==> src/rtl/hbg_pkg.sv <==
package hbg_pkg;
  // Per-leg request produced by the decode and consumed by each leg sequencer.
  typedef enum logic [1:0] {
    LEG_OFF = 2'd0,
    LEG_HI  = 2'd1,
    LEG_LO  = 2'd2
  } leg_req_e;

  localparam int unsigned NUM_LEGS = 2;
endpackage

==> src/rtl/hbg_decode.sv <==
module hbg_decode
  import hbg_pkg::*;
(
  input  logic     dir_i,
  input  logic     hs_en_i,
  input  logic     dis_i,
  input  logic     uv_i,
  output leg_req_e a_req_o,
  output leg_req_e b_req_o
);
  logic blocked;

  always_comb begin
    blocked = dis_i | uv_i;
    a_req_o = LEG_OFF;
    b_req_o = LEG_OFF;
    if (!blocked) begin
      if (dir_i) begin
        b_req_o = LEG_LO;
        if (hs_en_i) a_req_o = LEG_HI;
      end else begin
        a_req_o = LEG_LO;
        if (hs_en_i) b_req_o = LEG_HI;
      end
    end
  end
endmodule

==> src/rtl/hbg_leg.sv <==
module hbg_leg
  import hbg_pkg::*;
#(
  parameter int unsigned DLY_W = 8
) (
  input  logic             clk,
  input  logic             rst_n,
  input  leg_req_e         req_i,
  input  logic [DLY_W-1:0] hi_dly_i,
  input  logic [DLY_W-1:0] lo_dly_i,
  output logic             hi_o,
  output logic             lo_o
);
  logic             hi_q, hi_d;
  logic             lo_q, lo_d;
  leg_req_e         tgt_q, tgt_d;
  logic [DLY_W-1:0] cnt_q, cnt_d;
  logic             out_en, tgt_en, cnt_en;
  logic [DLY_W-1:0] dly_sel;
  logic             own_on;

  // Next-state process
  always_comb begin
    hi_d    = hi_q;
    lo_d    = lo_q;
    tgt_d   = tgt_q;
    cnt_d   = cnt_q;
    out_en  = 1'b0;
    tgt_en  = 1'b0;
    cnt_en  = 1'b0;
    dly_sel = (req_i == LEG_HI) ? hi_dly_i : lo_dly_i;
    own_on  = (req_i == LEG_HI) ? hi_q : lo_q;
    case (req_i)
      LEG_HI, LEG_LO: begin
        if (own_on) begin
          // Requested switch already conducting: hold.
        end else if (hi_q || lo_q || (tgt_q != req_i)) begin
          // Opposite switch drops now; dead-time starts at this edge.
          hi_d   = 1'b0;
          lo_d   = 1'b0;
          out_en = 1'b1;
          tgt_d  = req_i;
          tgt_en = 1'b1;
          cnt_d  = '0;
          cnt_en = 1'b1;
        end else if (cnt_q >= dly_sel) begin
          hi_d   = (req_i == LEG_HI);
          lo_d   = (req_i == LEG_LO);
          out_en = 1'b1;
        end else begin
          cnt_d  = cnt_q + 1'b1;
          cnt_en = 1'b1;
        end
      end
      default: begin
        hi_d   = 1'b0;
        lo_d   = 1'b0;
        out_en = 1'b1;
        tgt_d  = LEG_OFF;
        tgt_en = 1'b1;
        cnt_d  = '0;
        cnt_en = 1'b1;
      end
    endcase
  end

  // Register process
  always_ff @(posedge clk or negedge rst_n) begin
    if (!rst_n) begin
      hi_q  <= 1'b0;
      lo_q  <= 1'b0;
      tgt_q <= LEG_OFF;
      cnt_q <= '0;
    end else begin
      if (out_en) begin
        hi_q <= hi_d;
        lo_q <= lo_d;
      end
      if (tgt_en) tgt_q <= tgt_d;
      if (cnt_en) cnt_q <= cnt_d;
    end
  end

  assign hi_o = hi_q;
  assign lo_o = lo_q;
endmodule

==> src/rtl/hbridge_gate_ctrl.sv <==
module hbridge_gate_ctrl
  import hbg_pkg::*;
#(
  parameter int unsigned DLY_W = 8
) (
  input  logic             clk,
  input  logic             rst_n,
  input  logic             dir_i,
  input  logic             hs_en_i,
  input  logic             dis_i,
  input  logic             uv_i,
  input  logic [DLY_W-1:0] hi_dly_i,
  input  logic [DLY_W-1:0] lo_dly_i,
  output logic             a_lo_o,
  output logic             a_hi_o,
  output logic             b_lo_o,
  output logic             b_hi_o
);
  leg_req_e leg_req [NUM_LEGS];
  logic     leg_hi  [NUM_LEGS];
  logic     leg_lo  [NUM_LEGS];

  hbg_decode u_dec (
    .dir_i   (dir_i),
    .hs_en_i (hs_en_i),
    .dis_i   (dis_i),
    .uv_i    (uv_i),
    .a_req_o (leg_req[0]),
    .b_req_o (leg_req[1])
  );

  for (genvar g = 0; g < NUM_LEGS; g++) begin : g_leg
    hbg_leg #(.DLY_W(DLY_W)) u_leg (
      .clk      (clk),
      .rst_n    (rst_n),
      .req_i    (leg_req[g]),
      .hi_dly_i (hi_dly_i),
      .lo_dly_i (lo_dly_i),
      .hi_o     (leg_hi[g]),
      .lo_o     (leg_lo[g])
    );
  end

  assign a_lo_o = leg_lo[0];
  assign a_hi_o = leg_hi[0];
  assign b_lo_o = leg_lo[1];
  assign b_hi_o = leg_hi[1];
endmodule

==> config.mk <==
export PLATFORM = sky130hd
export DESIGN_NAME = hbridge_gate_ctrl
export DESIGN_NICKNAME = d
export VERILOG_FILES = /design/src/rtl/hbg_pkg.sv /design/src/rtl/hbg_decode.sv /design/src/rtl/hbg_leg.sv /design/src/rtl/hbridge_gate_ctrl.sv
export SDC_FILE = /design/constraint.sdc
export NUM_CORES = 1
export LEC_CHECK = 0
export ABC_AREA = 0
export BUFFER_PORTS_ARGS = -buffer_cell sky130_fd_sc_hd__buf_2
export CORE_AREA = 3 3 85 87
export DETAILED_ROUTE_END_ITERATION = 6
export DIE_AREA = 0 0 88 90
export HOLD_SLACK_MARGIN = 0.03
export PLACE_DENSITY = 0.48
export SLEW_MARGIN = 20
export SYNTH_ARGS = -nofsm -noshare
export SYNTH_HDL_FRONTEND = slang
export SYNTH_SLANG_ARGS = --single-unit
==> constraint.sdc <==
create_clock -name clk -period 5 [get_ports clk]
set_clock_uncertainty 0.1 [all_clocks]
set_input_delay 1.5 -clock clk [delete_from_list [all_inputs] [get_ports clk]]
set_output_delay 1.5 -clock clk [all_outputs]
set_load 0.02 [all_outputs]
==> run summary <==
The number of different library cells in the post-synthesis netlist is 55. The worst register-to-register path has a depth of 6. The run gives 0.319 as the initial standard-cell utilization of the core. The capture instance of the worst register-to-register path was g_leg[0].u_leg.cnt_q[1].

Clock slew seen by the registers of the worst setup and hold paths: 0.10 ns. Across all setup checks in the final design, the least slack found is 0.733 ns. The tools report the final weighted congestion in routability-driven placement as 0.785. The root buffer cell chosen for the clock tree is clkbuf_8. OpenSTA, run right after detailed placement, puts the worst setup slack at 0.411 ns. The share of async-settable or async-resettable flops after synthesis is 1.00. The total area inside the core boundary comes to 0.00642 sq mm. For the final number of hold-violating endpoints, the log shows 0.

The clock sink count was 24; the share of the core filled with cells in the final layout was 0.361. For the number of slew-limit violations in the final report, the log shows 0. Worst relative slew slack: 0.499.

The final routed wirelength across all metal layers is 4790 microns, and the post-route minimum period is 4.27 ns. Relative to the synthesized area, the layout overhead comes to 13.3%. The run gives 1 as the number of levels the H-tree was split into. The fraction of layout cells with a size suffix above 1 is 0.207. The worst register-to-register path begins at g_leg[0].u_leg.cnt_q[2]. The library cells used most frequently in the layout, excluding fill and tap cells, are 25 x buf_2, 24 x ha_1, 24 x dfrtp_1, 19 x nand2_1, 17 x mux2i_1. The tools report the proportion of synthesized chip area in sequential cells as 0.293. Number of setup violations in the final report: 0.

In this run, the number of DRC markers left after iteration 0 of detailed routing was 33. The power per standard cell area works out to 180 mW/mm^2. The maximum vdd drop is 0.102 mV, and the post-CTS repair timing setup buffer count is 0.

The first global-routing pass estimated 8330 microns of wire. In this run, synthesis produced a sequential element count of 24. After routing the design area is 0.00232 sq mm.

Entering global routing, the biggest net connects 25 pins. Row generation in the floorplan step produced 29 rows. The most used flip-flop cell after synthesis is dfrtp_1. Count of mapped cells out of synthesis: 215. The run gives 0 as the synthesis warning total. Mean instance size in the synthesized netlist: 9.53 sq um. Clock insertion delay at the later pin of the skew report: 0.27 ns.

The highest fanout seen on the critical path is 8. After filler insertion, the fill cell instance count of the layout stands at 666. The maximum clock insertion buffer count came out at 2.

The cell area after technology mapping came out at 0.00205 sq mm. The critical path data required time came out at 5.08 ns. After legalization and detailed placement, the total HPWL measured 3800 microns. Master of the slowest instance on the critical path: a21oi_1. The finished layout holds 319 standard cells, fillers aside.

The global-route usage over all layers is 0.129. Tracing the worst setup path back leads to its startpoint at uv_i. In this design, the stage delay of the slowest critical-path cell is 0.50 ns. For this run, design rule violations remaining after detail routing come to 0.

Yosys mapped a number of flops with a built-in enable equal to 0. The total placed instance area is 0.00226 sq mm, and the register-to-register setup slack is 2.66 ns. The tools report the category of the worst setup path capture point as a flop. The slew at the pin closest to its max-slew limit is 0.749 ns, and the via density per instance is 5.33. The remaining number of nets flagged by the antenna check after routing came out at 0. The most critical setup path has its endpoint at g_leg[0].u_leg.cnt_q[1]. The number of antenna violations at the first check in global routing was 0. TritonCTS built the clock tree.

Critical path class: input pin to flop. The logs give 0 for the number of buffers added to fix hold violations after cts and 0 for the number of antenna repair diodes. For the arrival time of the worst setup path, the log shows 4.34 ns. The signal on the critical path passes through buf_2, nor2_2, nand2_2, inv_2, nand2_2, inv_2, ha_1, buf_4, mux2i_1, ha_1, a21oi_1, o21ai_0, a21oi_1, o21ai_1, a32o_1. Setup repair after global routing left no endpoint under its margin. The placed instance count came out at 315. The final layout contains 289 nets. The hold-critical path depth works out to 2. The die covers 0.00792 sq mm. The library cell used most frequently in the layout, excluding fill and tap cells, is buf_2.

Global routing finished with a remaining overflow of 0. The tightest min-delay check is of the flop to flop type. After detailed routing, the average wire length per cell comes to 15.0 microns. The run gives 234 MHz as the highest clock rate. The detailed router placed 1700 vias in this run. The final critical-path share of the clock period was 0.853; the number of global-route vias before repair was 1769.

From left edge to right edge, the die measures 88 microns. After routing, the total negative slack on setup checks comes to 0 ns. In this run, CTS created clock tree buffers numbering 3. The number of nets in the synthesized netlist is 261. The nature of the critical path startpoint was an input pin. The floorplan step set the die height to 90 microns. The flow ran to the end, and the final reports show no timing, DRC or antenna violations. 26 I/O pins were placed.

The total of buffers placed on input and output ports is 25, and the leakage power summed over all cells is 1.06 nW. The first TritonRoute pass finished after 4 iterations. Max-cap violations in this run came to 0.

The number of gates given a new drive strength after cts came out at 0.
worst max-delay path, delay by kind of cell:
| family | cells | cell delay, ns |
|---|---|---|
| AOI/OAI and AO/OA | 5 | 1.21 |
| adders and majority gates | 2 | 0.63 |
| buffers and inverters | 4 | 0.50 |
| and+or+nand+nor | 3 | 0.30 |
| muxes | 1 | 0.19 |
cell usage after synthesis (all sizes together) (3+ instances only):
| master | instances | area share |
|---|---|---|
| a21o | 7 | 0.026 |
| clkbuf | 4 | 0.0079 |
| nor2 | 12 | 0.024 |
| o21ai | 13 | 0.032 |
| o211ai | 3 | 0.011 |
| mux2 | 6 | 0.033 |
| o31ai | 4 | 0.015 |
| a2111oi | 3 | 0.022 |
| a31oi | 4 | 0.012 |
| a211oi | 4 | 0.015 |
| inv | 7 | 0.013 |
| xnor2 | 3 | 0.013 |
| dfrtp | 24 | 0.29 |
| ha | 24 | 0.15 |
| or2 | 3 | 0.0092 |
| a32o | 4 | 0.020 |
| mux2i | 17 | 0.083 |
| a21oi | 8 | 0.027 |
| nand2 | 21 | 0.041 |
| nor2b | 5 | 0.015 |
| nand3 | 7 | 0.017 |
| nor3 | 4 | 0.0098 |
report_power, final:
part	switching, W	internal, W
combinational	0.0000447	0.0000329
sequential	0.00000477	0.000198
clock	0.0000676	0.0000705
total	0.000117	0.000301
cells by family after synthesis:
logic type	synth area share
AOI/OAI and AO/OA	0.232
xor gates and xnor gates	0.0214
buffers and inverters	0.0263
and+or+nand+nor	0.165
muxes	0.116
adders and majority gates	0.147
DFF	0.293
final cells by class:
cell class	instances	area (sq um)	area share
Multi-Input combinational cell	179	1390	0.601
Inverter	7	26.3	0.0113
Sequential cell	24	601	0.259
Timing Repair Buffer	28	148	0.0636
Clock buffer	4	55.1	0.0237
Tap cell	77	96.3	0.0415
worst min-delay path by stage:
stage                                 start                 endpoint  slack (ns)
finish                  g_leg[0].u_leg.lo_o      g_leg[0].u_leg.lo_o        0.44
global route        g_leg[0].u_leg.tgt_q[1]  g_leg[0].u_leg.tgt_q[1]        0.46
CTS                 g_leg[1].u_leg.tgt_q[1]  g_leg[1].u_leg.tgt_q[1]        0.44
detailed placement  g_leg[0].u_leg.cnt_q[7]  g_leg[0].u_leg.cnt_q[7]        0.42
global placement    g_leg[0].u_leg.cnt_q[7]  g_leg[0].u_leg.cnt_q[7]        0.41
floorplan           g_leg[0].u_leg.cnt_q[6]  g_leg[0].u_leg.cnt_q[6]        0.38
flip-flops by register name, summed over array words and instances, names as in the netlist:
register,cells
g_leg.u_leg.hi_o,2
g_leg.u_leg.lo_o,2
g_leg.u_leg.cnt_q,16
g_leg.u_leg.tgt_q,4
per-layer routing:
layer  GRT usage  vias up  wire length [microns]
li1            -      875                      -
met3      0.0265        4                    116
met5           0        -                      0
met1       0.166      808                   2280
met4      0.0217        0                     38
met2       0.223       13                   2360
per-stage QoR:
| stage | power (W) | hold WS, ns |
|---|---|---|
| 2_1_floorplan | 0.000256 | 0.378 |
| 3_3_place_gp | 0.000285 | 0.410 |
| 3_5_place_dp | 0.000285 | 0.420 |
| 4_1_cts | 0.000429 | 0.442 |
| 5_1_grt | 0.000445 | 0.459 |
| 6_report | 0.000418 | 0.438 |
Note: power is estimated with default switching activity, not from simulation.
